[src/rtl/cpl_ring_pkg.sv]
`timescale 1ns/1ps
// Package: shared codes for the completion ring write engine.
// Assumes: the operation type codes are shared with the DMA transport.
package cpl_ring_pkg;
    typedef enum logic [2:0] {
        OP_DESC_FETCH = 3'd0,
        OP_BUF_DATA   = 3'd1,
        OP_TX_CPL     = 3'd2,
        OP_RX_CPL     = 3'd3,
        OP_EVENT      = 3'd4
    } op_code_e;

    typedef enum logic {
        EV_TX_DONE = 1'b0,
        EV_RX_DONE = 1'b1
    } ev_kind_e;

    localparam logic [1:0] SEL_BASE = 2'd0;
    localparam logic [1:0] SEL_SIZE = 2'd1;
    localparam logic [1:0] SEL_TAIL = 2'd2;
endpackage

[src/rtl/cpl_ptr_track.sv]
`timescale 1ns/1ps
// Module: cpl_ptr_track
// Holds the speculative head, the committed head and the host tail, and
// derives the full and outstanding-room conditions from them.
// Assumes: issue and commit are single-cycle pulses qualified by the caller.
module cpl_ptr_track #(
    parameter int PTR_W   = 16,
    parameter int LOG_W   = 5,
    parameter int OUT_LOG = 3
) (
    input  logic             clk,
    input  logic             rst_n,
    input  logic             tail_we,
    input  logic [PTR_W-1:0] tail_in,
    input  logic [LOG_W-1:0] size_log2,
    input  logic             issue,
    input  logic             commit,
    output logic [PTR_W-1:0] spec_head,
    output logic [PTR_W-1:0] cmt_head,
    output logic             full,
    output logic             room
);
    localparam int OUT_DEPTH = 1 << OUT_LOG;

    logic [PTR_W-1:0] tail_q;
    logic [PTR_W-1:0] fill;
    logic [PTR_W-1:0] inflight;
    logic [PTR_W:0]   ring_size;

    // Pointer registers: heads step by one, tail loads from the host.
    always_ff @(posedge clk) begin
        if (!rst_n) begin
            spec_head <= '0;
            cmt_head  <= '0;
            tail_q    <= '0;
        end else begin
            if (issue)   spec_head <= spec_head + 1'b1;
            if (commit)  cmt_head  <= cmt_head + 1'b1;
            if (tail_we) tail_q    <= tail_in;
        end
    end

    // Occupancy: modular distances compared against ring size and window.
    always_comb begin
        fill      = spec_head - tail_q;
        inflight  = spec_head - cmt_head;
        ring_size = (PTR_W+1)'(1) << size_log2;
        full      = {1'b0, fill} >= ring_size;
        room      = inflight < PTR_W'(OUT_DEPTH);
    end
endmodule

[src/rtl/cpl_addr_gen.sv]
`timescale 1ns/1ps
// Module: cpl_addr_gen
// Computes the host address of the ring slot selected by a pointer.
// Assumes: ring size is a power of two and records are 2^REC_LOG2 bytes.
module cpl_addr_gen #(
    parameter int ADDR_W   = 64,
    parameter int PTR_W    = 16,
    parameter int LOG_W    = 5,
    parameter int REC_LOG2 = 5
) (
    input  logic [ADDR_W-1:0] base,
    input  logic [LOG_W-1:0]  size_log2,
    input  logic [PTR_W-1:0]  ptr,
    output logic [ADDR_W-1:0] slot_addr
);
    logic [PTR_W:0]   ring_size;
    logic [PTR_W-1:0] mask;
    logic [PTR_W-1:0] slot;

    // Address arithmetic: mask the pointer, scale by record size, add base.
    always_comb begin
        ring_size = (PTR_W+1)'(1) << size_log2;
        mask      = PTR_W'(ring_size - 1'b1);
        slot      = ptr & mask;
        slot_addr = base + (ADDR_W'(slot) << REC_LOG2);
    end
endmodule

[src/rtl/cpl_kind_store.sv]
`timescale 1ns/1ps
// Module: cpl_kind_store
// Remembers the tx/rx flag of each outstanding write, indexed by tag bits.
// Assumes: no more than 2^OUT_LOG writes are outstanding at once.
module cpl_kind_store #(
    parameter int OUT_LOG = 3
) (
    input  logic               clk,
    input  logic               rst_n,
    input  logic               wr_en,
    input  logic [OUT_LOG-1:0] wr_idx,
    input  logic               wr_is_tx,
    input  logic [OUT_LOG-1:0] rd_idx,
    output logic               rd_is_tx
);
    localparam int DEPTH = 1 << OUT_LOG;

    logic [DEPTH-1:0] is_tx_q;

    // One flag bit per slot of the outstanding window.
    generate
        for (genvar g = 0; g < DEPTH; g++) begin : g_slot
            always_ff @(posedge clk) begin
                if (!rst_n)                                is_tx_q[g] <= 1'b0;
                else if (wr_en && wr_idx == OUT_LOG'(g))   is_tx_q[g] <= wr_is_tx;
            end
        end
    endgenerate

    // Lookup of the flag for the tag being committed.
    always_comb rd_is_tx = is_tx_q[rd_idx];
endmodule

[src/rtl/cpl_ring_writer.sv]
`timescale 1ns/1ps
// Module: cpl_ring_writer (top)
// Posts completion records to a host ring through DMA writes, commits them
// on in-order write-done responses and raises one event per commit.
// Assumes: the transport returns write-done responses in issue order.
module cpl_ring_writer
    import cpl_ring_pkg::*;
#(
    parameter int ADDR_W   = 64,
    parameter int PTR_W    = 16,
    parameter int LEN_W    = 16,
    parameter int REC_LOG2 = 5,
    parameter int OUT_LOG  = 3
) (
    input  logic              clk,
    input  logic              rst_n,
    input  logic              reg_we,
    input  logic [1:0]        reg_sel,
    input  logic [ADDR_W-1:0] reg_wdata,
    output logic [PTR_W-1:0]  head_ptr,
    input  logic              req_valid,
    output logic              req_ready,
    input  logic [PTR_W-1:0]  req_index,
    input  logic [LEN_W-1:0]  req_len,
    input  logic              req_is_tx,
    output logic              req_reject,
    output logic              dma_valid,
    input  logic              dma_ready,
    output logic [ADDR_W-1:0] dma_addr,
    output logic [2:0]        dma_type,
    output logic [PTR_W-1:0]  dma_tag,
    output logic [PTR_W-1:0]  dma_index,
    output logic [LEN_W-1:0]  dma_len,
    input  logic              done_valid,
    output logic              done_ready,
    input  logic [PTR_W-1:0]  done_tag,
    output logic              evt_valid,
    input  logic              evt_ready,
    output logic              evt_kind,
    output logic              tag_err
);
    localparam int LOG_W = $clog2(PTR_W + 1);

    logic [ADDR_W-1:0] base_q;
    logic [LOG_W-1:0]  size_log2_q;
    logic [PTR_W-1:0]  spec_head;
    logic [ADDR_W-1:0] slot_addr;
    logic              full, room, accept, issue, done_fire, commit, kind_tx;

    // Configuration registers for base and ring size.
    always_ff @(posedge clk) begin
        if (!rst_n) begin
            base_q      <= '0;
            size_log2_q <= '0;
        end else if (reg_we) begin
            if (reg_sel == SEL_BASE) base_q      <= reg_wdata;
            if (reg_sel == SEL_SIZE) size_log2_q <= reg_wdata[LOG_W-1:0];
        end
    end

    // Handshake decode for requests and responses.
    always_comb begin
        req_ready  = !dma_valid && room;
        accept     = req_valid && req_ready;
        issue      = accept && !full;
        req_reject = accept && full;
        done_ready = !evt_valid;
        done_fire  = done_valid && done_ready;
        commit     = done_fire && (done_tag == head_ptr);
    end

    cpl_ptr_track #(.PTR_W(PTR_W), .LOG_W(LOG_W), .OUT_LOG(OUT_LOG)) i_ptr (
        .clk(clk), .rst_n(rst_n),
        .tail_we(reg_we && reg_sel == SEL_TAIL), .tail_in(reg_wdata[PTR_W-1:0]),
        .size_log2(size_log2_q), .issue(issue), .commit(commit),
        .spec_head(spec_head), .cmt_head(head_ptr), .full(full), .room(room)
    );

    cpl_addr_gen #(.ADDR_W(ADDR_W), .PTR_W(PTR_W), .LOG_W(LOG_W), .REC_LOG2(REC_LOG2)) i_addr (
        .base(base_q), .size_log2(size_log2_q), .ptr(spec_head), .slot_addr(slot_addr)
    );

    cpl_kind_store #(.OUT_LOG(OUT_LOG)) i_kind (
        .clk(clk), .rst_n(rst_n), .wr_en(issue), .wr_idx(spec_head[OUT_LOG-1:0]),
        .wr_is_tx(req_is_tx), .rd_idx(done_tag[OUT_LOG-1:0]), .rd_is_tx(kind_tx)
    );

    // DMA request register: loads on issue, clears when taken.
    always_ff @(posedge clk) begin
        if (!rst_n) begin
            dma_valid <= 1'b0;
            dma_addr  <= '0;
            dma_type  <= OP_DESC_FETCH;
            dma_tag   <= '0;
            dma_index <= '0;
            dma_len   <= '0;
        end else if (issue) begin
            dma_valid <= 1'b1;
            dma_addr  <= slot_addr;
            dma_type  <= req_is_tx ? OP_TX_CPL : OP_RX_CPL;
            dma_tag   <= spec_head;
            dma_index <= req_index;
            dma_len   <= req_len;
        end else if (dma_ready) begin
            dma_valid <= 1'b0;
        end
    end

    // Event register and sticky order error.
    always_ff @(posedge clk) begin
        if (!rst_n) begin
            evt_valid <= 1'b0;
            evt_kind  <= EV_TX_DONE;
            tag_err   <= 1'b0;
        end else begin
            if (commit) begin
                evt_valid <= 1'b1;
                evt_kind  <= kind_tx ? EV_TX_DONE : EV_RX_DONE;
            end else if (evt_ready) begin
                evt_valid <= 1'b0;
            end
            if (done_fire && !commit) tag_err <= 1'b1;
        end
    end
endmodule

[config.mk]
export PLATFORM = sky130hd
export DESIGN_NAME = cpl_ring_writer
export DESIGN_NICKNAME = d
export VERILOG_FILES = /design/src/rtl/cpl_ring_pkg.sv /design/src/rtl/cpl_ptr_track.sv /design/src/rtl/cpl_addr_gen.sv /design/src/rtl/cpl_kind_store.sv /design/src/rtl/cpl_ring_writer.sv
export SDC_FILE = /design/constraint.sdc
export NUM_CORES = 1
export LEC_CHECK = 0
export CAP_MARGIN = 10
export CORE_ASPECT_RATIO = 1.5
export CORE_MARGIN = 4
export CORE_UTILIZATION = 45
export CTS_CLUSTER_DIAMETER = 40
export DETAILED_ROUTE_END_ITERATION = 6
export DONT_BUFFER_PORTS = 1
export HOLD_SLACK_MARGIN = 0.1
export MAX_ROUTING_LAYER = met4
export SKIP_CTS_REPAIR_TIMING = 1
export SYNTH_ARGS = -nofsm -noshare
export SYNTH_HDL_FRONTEND = slang
export SYNTH_SLANG_ARGS = --single-unit
[constraint.sdc]
create_clock -name clk -period 11.2 [get_ports clk]
set_input_delay 0 -clock clk [delete_from_list [all_inputs] [get_ports clk]]
set_output_delay 0 -clock clk [all_outputs]
set_load 0.05 [all_outputs]
# After elaboration in Yosys (flattened, before gate mapping)
# Cells that the tools add are included.
dict set report word_totals {
  ff_bits 244
  input_bits 122
  wordCells 77
}
dict set report classes {
  n_addsub 6
  order_cmp 3
  n_eq_ne 10
  n_shift 1
  muxes 8
  bitwise_logic 1
  n_reduce_logical 26
}
# op count
set ops {}
lappend ops {{$add A64 B21 Y64} 1}
lappend ops {{$add A16 B1 Y16 const B} 2}
lappend ops {{$sub A16 B16 Y16} 2}
lappend ops {{$ge A16 B17 Y1} 1}
lappend ops {{$shl A1 B5 Y17 const A} 1}
lappend ops {{$and A16 B16 Y16} 1}
lappend ops {{$eq A16 B16 Y1} 1}
lappend ops {{$logic_and A1 B1 Y1} 16}
lappend ops {{$lt A16 B4 Y1 const B} 1}
lappend ops {{$sub A16 B1 Y16 const B} 1}
lappend ops {{$eq A3 B3 Y1 const B} 4}
lappend ops {{$mux W1} 7}
lappend ops {{$eq A3 B2 Y1 const B} 2}
lappend ops {{$logic_not A1 Y1} 4}
lappend ops {{$lt A3 B4 Y1 const B} 1}
lappend ops {{$reduce_and A2 Y1} 2}
lappend ops {{$reduce_bool A2 Y1} 2}
lappend ops {{$bmux W1 S3} 1}
lappend ops {{$eq A3 B1 Y1 const B} 1}
lappend ops {{$logic_not A3 Y1} 1}
lappend ops {{$eq A2 B1 Y1 const B} 1}
lappend ops {{$eq A2 B2 Y1 const B} 1}
lappend ops {{$logic_not A2 Y1} 1}

# Logic depth before layout (Yosys ltp)
# Gate-level depths: netlist (run 1).
dict set report depth {
  ltp_word 6
  depth_mapped 24
}

# Cells and area by module
# Synthesis (run 1) repeated with hierarchy kept, for this count alone.
dict set report hier_totals {
  hier_cells 1680
  hier_area_um2 13815.8
}
# mod n_inst cells_per_inst area_per_inst_um2
set by_module_without_submodules {}
lappend by_module_without_submodules {cpl_ring_writer 1 831 7151.9}
lappend by_module_without_submodules {cpl_ptr_track 1 475 3910.0}
lappend by_module_without_submodules {cpl_addr_gen 1 338 2317.2}
lappend by_module_without_submodules {cpl_kind_store 1 36 436.7}

# Least setup slack after synthesis (run 1)
# OpenSTA, ideal clock, no wires.
dict set report synth_timing {
  path_type {register -> register}
  start {register i_ptr.spec_head[0]}
  end {register dma_addr[9]}
  setup_time_ps 128
  arrival_time_ps 4806
  t_required_ps 11072
  path_slack_ps 6266
  stages_incl_launch_ff 24
  path_buffers 2
  cell_sequence {dfxtp_1 > inv_1 > ha_1 > fa_1 > nor2b_1 > o21ai_0 > a21boi_0 > o21ai_0 > a211oi_1 > nor3_1 > or3_1 > xnor2_1 > ha_1 > a211oi_1 > o21ai_0 > a21oi_1 > o22ai_1 > o31ai_1 > a21boi_1 > and4_1 > buf_2 > buf_4 > mux2i_1 > nor2_1}
}
dict set report synth_between {
  elab_chain_cells 5
  word_cells_on_any_way 10
  classes_between {add/sub: 3; order compare: 2; bitwise: 1; reduce/logical: 4}
}
# item line_no
set synth_rtl {}
lappend synth_rtl {{from (decl)} cpl_ptr_track.sv:18} ;# output logic [PTR_W-1:0] spec_head,
lappend synth_rtl {{from (signal assigned)} cpl_ptr_track.sv:37} ;# if (issue) spec_head <= spec_head + 1'b1;
lappend synth_rtl {{$sub A16 B16 Y16} cpl_ptr_track.sv:46} ;# inflight = spec_head - cmt_head;
lappend synth_rtl {{$lt A16 B4 Y1} cpl_ptr_track.sv:49} ;# room = inflight < PTR_W'(OUT_DEPTH);
lappend synth_rtl {{$logic_and A1 B1 Y1} cpl_ring_writer.sv:63} ;# req_ready = !dma_valid && room;
lappend synth_rtl {{$logic_and A1 B1 Y1} cpl_ring_writer.sv:64} ;# accept = req_valid && req_ready;
lappend synth_rtl {{$logic_and A1 B1 Y1} cpl_ring_writer.sv:65} ;# issue = accept && !full;
lappend synth_rtl {{to (signal assigned)} cpl_ring_writer.sv:99} ;# dma_addr <= slot_addr;
lappend synth_rtl {{to (decl)} cpl_ring_writer.sv:29} ;# output logic [ADDR_W-1:0] dma_addr,
# Several ways; a longest one is shown, not always the timed one.
# A chain may end at the register's enable or synchronous reset.

# Worst setup path in the final report (run 1)
dict set report layout_timing {
  start {register i_ptr.spec_head[0]}
  end {register dma_len[4]}
}
dict set report layout_between {
  elab_chain_cells 5
  word_cells_on_any_way 8
  classes_between {add/sub: 2; order compare: 2; reduce/logical: 4}
}
# item line_no
set layout_rtl {}
lappend layout_rtl {{$sub A16 B16 Y16} cpl_ptr_track.sv:46}
lappend layout_rtl {{$lt A16 B4 Y1} cpl_ptr_track.sv:49}
lappend layout_rtl {{$logic_and A1 B1 Y1} cpl_ring_writer.sv:63}
lappend layout_rtl {{$logic_and A1 B1 Y1} cpl_ring_writer.sv:64}
lappend layout_rtl {{$logic_and A1 B1 Y1 (*)} cpl_ring_writer.sv:65}
lappend layout_rtl {{to (signal assigned)} cpl_ring_writer.sv:103} ;# dma_len <= req_len;
lappend layout_rtl {{to (decl)} cpl_ring_writer.sv:33} ;# output logic [LEN_W-1:0] dma_len,
# Mark *: on every way between the ends. The rest lies on a longest branch, timed or not.

==> results of run 1 <==
## per-layer routing
metal  vias to the layer above  global-route usage  share of wire
met2                       312               0.418           0.51
met3                        80              0.0552          0.062
met4                         0               0.100          0.035
met5                         -                   -              0
li1                       5911                   -              -
met1                      5574               0.264           0.39
## worst min path at each step
stage                                         to  slack [ns]  depth (start not counted)
detailed placement        evt_valid$_SDFFE_PN0P_        0.14                          1
global placement    i_ptr.tail_q[5]$_SDFFE_PN0P_        0.14                          2
finish                    dma_valid$_SDFFE_PN0P_        0.08                          2
global route        i_ptr.tail_q[9]$_SDFFE_PN0P_        0.12                          4
CTS                      base_q[43]$_SDFFE_PN0P_       -0.47                          2
floorplan                 base_q[0]$_SDFFE_PN0P_        0.14                          2
## power breakdown
group	internal (uW)	leakage, uW	total, uW	switching [uW]
registers	955	0.00197	1300	344
logic	240	0.00325	658	417
clock network	588	0.000513	992	404
total	1780	0.00574	2950	1160
## area by class of cell
cell class | instances | area (sq um)
Multi-Input combinational cell | 1258 | 7490
Clock inverter | 19 | 198
Timing Repair Buffer | 150 | 1500
Clock buffer | 37 | 838
Inverter | 55 | 211
Fill cell | 2676 | 12600
Tap cell | 346 | 433
Sequential cell | 243 | 4860
Antenna cell | 2 | 5.00
## cells in the mapped netlist, types with 10 or more instances
cell,number,area share
nand2_1,361,0.10
dfxtp_1,243,0.38
a21oi_1,198,0.076
nor2_1,109,0.032
ha_1,69,0.067
xnor2_1,67,0.045
clkbuf_1,64,0.019
inv_1,53,0.015
o21ai_0,38,0.015
xor2_1,38,0.026
nand3_1,37,0.014
nor3_1,32,0.012
a211oi_1,30,0.017
mux2i_1,27,0.021
nand4_1,25,0.012
nor4_1,23,0.011
nand2b_1,15,0.0072
and3_1,12,0.0058
or3_1,12,0.0058
buf_2,11,0.0042
nor2b_1,11,0.0053
and2_1,10,0.0048
o21a_1,10,0.0058
o41ai_1,10,0.0068
## state kept, by name (all words and copies together), names as in the netlist, 2 cells and up
signal / flops
i_ptr.tail_q: 16
dma_addr: 64
dma_index: 16
size_log2_q: 5
dma_tag: 16
i_kind.is_tx_q: 8
base_q: 64
i_ptr.spec_head: 16
dma_type: 2
i_ptr.cmt_head: 16
dma_len: 16
## cell families after synthesis
group           after synthesis
xor+xnor                    105
fa+ha+maj                    71
other cells                   1
simple gates                684
flops                       243
mux                          29
buf+inv                     144
compound gates              368
## through the flow
step | total power, uW | instances
floorplan | 1800 | 1645
global placement | 1910 | 1910
detailed placement | 1930 | 1910
CTS | 2930 | 1966
global route | 3100 | 2109
finish | 2950 | 2110
## worst max-delay path, cell delays in order, from the launching register on
cell	delay (ns)
dfxtp_1	0.53
inv_1	0.17
ha_1	0.24
fa_1	0.42
nor2b_1	0.12
o21ai_0	0.11
a21boi_0	0.26
o21ai_0	0.19
a211oi_1	0.34
nor3_1	0.12
or3_1	0.40
xnor2_1	0.14
ha_1	0.29
a211oi_1	0.20
o21ai_0	0.11
a21oi_1	0.12
o22ai_1	0.10
o31ai_1	0.64
a21boi_1	0.45
and4_4	0.99
nand2_1	0.15
a21oi_1	0.21
dlygate4sd3_1	0.56
==> flow_summary.yaml, run 1 <==
drt:
  wl_per_cell_um: 18.9
  avgViaCountPerCell: 5.63
  dr.pass1.iters: 7
  finalWirelength_um: 39800
  vias: 11900
  ant_nets: 0
  drc: 2
  dr.first_iter.drc_count: 524
timing:
  fin_skew_ns: 0.0128
  setup_slack_ns: 4.22
  slew_headroom: 0.229
  finalSetupTns_ns: 0
  fmax_ghz: 0.143
  period_minus_slack_ns: 6.98
  hold_slack_ns: 0.0758
  maxSlewViolCount: 0
  tightest_slew_ns: 1.16
  hold_viol: 0
  rsz0062_at_grt: "false"
  setup_viol: 0
  finalCritPeriodShare: 0.623
cts:
  clk_latency_ns: 0.56
  root_buffer: "clkbuf_16"
  clk_pin_slew_worst_paths_ns: 0.07
  clkSinkCount: 243
  cts_max_path_buffers: 3
  cts_tree: "yes"
  h-tree-depth: 1
  cts_made_buffers: 30
die:
  initial_core_util: 0.460
  die_x_um: 147
  rows: 75
  dieArea_sq_um: 31600
  ios: 260
  core_sq_um: 28200
  die_h_um: 216
final_layout:
  post-route-util: 0.552
  layout_common_cells: "nand2_1, dfxtp_1, a21oi_1, dlygate4sd3_1, nor2_1"
  syn2layout_area_growth_pct: 19.9
  nets: 1931
  drive_gt1_frac: 0.0516
  layout_commonest_cell: "nand2_1"
  finalInstanceArea_sq_um: 15500
grt:
  grt_usage: 0.240
  grt_pass1_vias: 11100
  grt_overflow: 0
  grt_pass1_wl_um: 60400
  grt_antenna_before_repair: 1
  grt_start_max_net_pins: 109
logic_synthesis:
  ys_warn_count: 0
  syn-instance-count: 1645
  synthAdderAreaFrac: 0.0697
  synth-xor-area-share: 0.0710
  yosysUniqueCellTypes: 78
  synthArstFlopShare: 0
  synth_simple_gate_area_frac: 0.239
  syn-cell-area_sq_um: 13000
  synthesis.nets: 1838
  yosysSeqAreaShare: 0.375
  muxShareOfSynthArea: 0.0243
  synth_top_family_by_area: "simple AND/OR/NAND/NOR gates"
  synth-compound-area-share: 0.172
  synth-edff-count: 0
  synth-seq-cells: 243
  avgSynthCellArea_sq_um: 7.88
  ys.flop_type: "dfxtp_1"
placed_design:
  place.gp.congestion: 0.929
  pre_cts_ws_ns: 4.63
  placed_cell_area_sq_um: 13100
  dp_hpwl_um: 28000
  portBuffers: 0
critical_path:
  crit_arrival_ns: 7.48
  worst_r2r_endpoint: "dma_len[4]$_SDFFE_PN0P_"
  reg2reg_slack_ns: 4.22
  crit_start: "i_ptr.spec_head[0]$_SDFFE_PN0P_"
  worst-setup-path-type: "flop to flop"
  worstPathRequired_ns: 11.70
  r2r_cells: 22
  startpoint_type: "flop"
  crit_end: "dma_len[4]$_SDFFE_PN0P_"
  r2r_start: "i_ptr.spec_head[0]$_SDFFE_PN0P_"
  critPathCaptureType: "flop"
  cp_max_fo: 93
status:
  violations: "design-rule violations"
  status: "complete, but fails checks"
power_and_ir_drop:
  peakVddDrop_mv: 0.140
  p_leak_uw: 0.00574
  power_density_nw_per_um2: 190
hold_path:
  hold_path_class: "input port to flop"
  hp-start: "req_valid"
job:
  maxCapViolCount: 0
(Power assumes the default switching activity.)
==> run 2: changes to the inputs <==
==> constraint.sdc (replaced) <==
create_clock -name clk -period 5.6 [get_ports clk]
set_input_delay 0 -clock clk [delete_from_list [all_inputs] [get_ports clk]]
set_output_delay 0 -clock clk [all_outputs]
set_load 0.05 [all_outputs]
==> flow_summary.yaml, run 2 (synthesized netlist as in run 1, its figures left out) <==
drt:
  drc: 0
  dr.first_iter.drc_count: 600
  dr.pass1.iters: 5
  vias: 11900
  wl_met1_um: 15100
  highest_layer: "met4"
  dr_wl_met3_um: 2730
  finalWirelength_um: 40200
  avgViaCountPerCell: 5.60
  wl_per_cell_um: 18.8
  met2_length_um: 20800
  ant_nets: 0
cts:
  clk_latency_ns: 0.57
  cts_tree: "yes"
  root_buffer: "clkbuf_16"
  cts_made_buffers: 31
  h-tree-depth: 1
  clk_pin_slew_worst_paths_ns: 0.06
  cts_max_path_buffers: 3
  clkSinkCount: 243
die:
  dieArea_sq_um: 31600
  rows: 75
  die_x_um: 147
  initial_core_util: 0.460
  ios: 260
  die_h_um: 216
  core_sq_um: 28200
critical_path:
  cp_top_family: "compound AO/OA/AOI/OAI gates"
  critPathCaptureType: "flop"
  worst-path-buf-inv: 2
  crit_arrival_ns: 5.59
  cp_common_cell: "o21ai_0"
  crit_chain: "inv_1 -> ha_1 -> fa_1 -> nor2b_1 -> o21ai_0 -> a21boi_0 -> o21ai_0 -> a211oi_2 -> nor3_1 -> or3_1 -> xnor2_1 -> ha_1 -> a211oi_1 -> o21ai_0 -> a21oi_1 -> o22ai_1 -> o31ai_2 -> a21boi_4 -> and4_4 -> buf_12 -> mux2i_1 -> nor2_1"
  worst-setup-path-type: "flop to flop"
  cp_slowest_stage_delay_ns: 0.41
  startpoint_type: "flop"
  cp_max_fo: 39
  worstPathRequired_ns: 6.01
  cp_slowest_cell: "fa_1"
timing:
  hold_slack_ns: 0.0806
  finalCritPeriodShare: 0.925
  tightest_slew_ns: 1.04
  hold_viol: 0
  finalSetupTns_ns: 0
  rsz0062_at_grt: "false"
  slew_headroom: 0.305
  maxSlewViolCount: 0
  period_minus_slack_ns: 5.18
  fmax_ghz: 0.193
  fin_skew_ns: 0.0168
  setup_viol: 0
power_and_ir_drop:
  peakVddDrop_mv: 0.257
  p_total_uw: 6140
  seqPwrFrac: 0.420
  p_leak_uw: 0.00586
  p_int_uw: 3750
  power_density_nw_per_um2: 387
  pwr-share-clk: 0.351
  p_switching_uw: 2390
  swShare: 0.389
  combPwrFrac: 0.229
job:
  maxCapViolCount: 0
grt:
  grt_pass1_wl_um: 59800
  grt_usage: 0.239
  grt_overflow: 0
  grt_start_max_net_pins: 142
  grt_antenna_before_repair: 2
  grt_pass1_vias: 10900
final_layout:
  post-route-util: 0.563
  fillCellCount: 2602
  reg_top3: "base_q x64, dma_addr x64"
  layout_commonest_cell: "nand2_1"
  stdcell_count: 2132
  syn2layout_area_growth_pct: 22.3
  drive_gt1_frac: 0.0656
  nets: 1953
  layout_common_cells: "nand2_1, dfxtp_1, a21oi_1, dlygate4sd3_1, nor2_1"
hold_path:
  hold_path_class: "input port to flop"
status:
  status: "completed"
placed_design:
  dp_hpwl_um: 28400
  portBuffers: 0
  place.gp.congestion: 0.934
  dp.cells: 1930
## run 2: cell types whose count changed in the layout (fill, tap and decap cells not counted), moves of 2 or more
cell / before / now
o311ai_1: 3 / 5
buf_12: 0 / 3
clkinv_4: 5 / 2
clkbuf_8: 4 / 2
buf_4: 8 / 25
o311ai_0: 6 / 4
clkinvlp_4: 1 / 3
clkinv_8: 0 / 2
bufinv_16: 2 / 5
## run 2: worst min-delay path: cells and delay by family
kind | cells | cell delay (ns)
xor gates and xnor gates | 1 | 0.11
and+or+nand+nor | 4 | 0.37
muxes | 1 | 0.13
## run 2: final cells by class
class	count	area, sq um	share of cell area
Tap cell	346	433	0.0273
Sequential cell	243	4860	0.307
Inverter	55	211	0.0133
Timing Repair Buffer	171	1700	0.107
Multi-Input combinational cell	1258	7520	0.474
Clock inverter	23	315	0.0199
Antenna cell	2	5.00	0.000316
Clock buffer	34	807	0.0509
## run 2: final timing paths
path,slack [ns],end,from,depth (start not counted)
setup / recovery,0.42,dma_addr[10]$_SDFFE_PN0P_,i_ptr.spec_head[0]$_SDFFE_PN0P_,22
hold / removal,0.08,evt_kind$_SDFFE_PN0P_,done_tag[15],6
setup reg to reg,0.42,dma_addr[10]$_SDFFE_PN0P_,i_ptr.spec_head[0]$_SDFFE_PN0P_,22
hold reg to reg,0.45,i_ptr.tail_q[10]$_SDFFE_PN0P_,i_ptr.tail_q[10]$_SDFFE_PN0P_,2
## run 2: routing by layer
| layer | up-vias | track usage |
|---|---|---|
| met5 | - | - |
| met4 | 0 | 0.0920 |
| met3 | 87 | 0.0638 |
| met2 | 320 | 0.421 |
| met1 | 5590 | 0.255 |
| li1 | 5933 | - |
## run 2: through the flow
step	cell area [sq um]	setup slack (ns)
after detailed placement	13200	0.128
after floorplan	13000	0.666
final	15900	0.420
after global routing	15900	0.0265
after CTS	14400	0.106
after global placement	13200	0.252
## run 2: power by group through the flow
stage          Combinational, uW  Clock [uW]  Sequential (uW)
5_1_grt                     1560        2270             2600
6_report                    1410        2150             2580
4_1_cts                     1300        2200             2580
3_5_place_dp                1300           0             2620
3_3_place_gp                1280           0             2620
2_1_floorplan               1050           0             2550
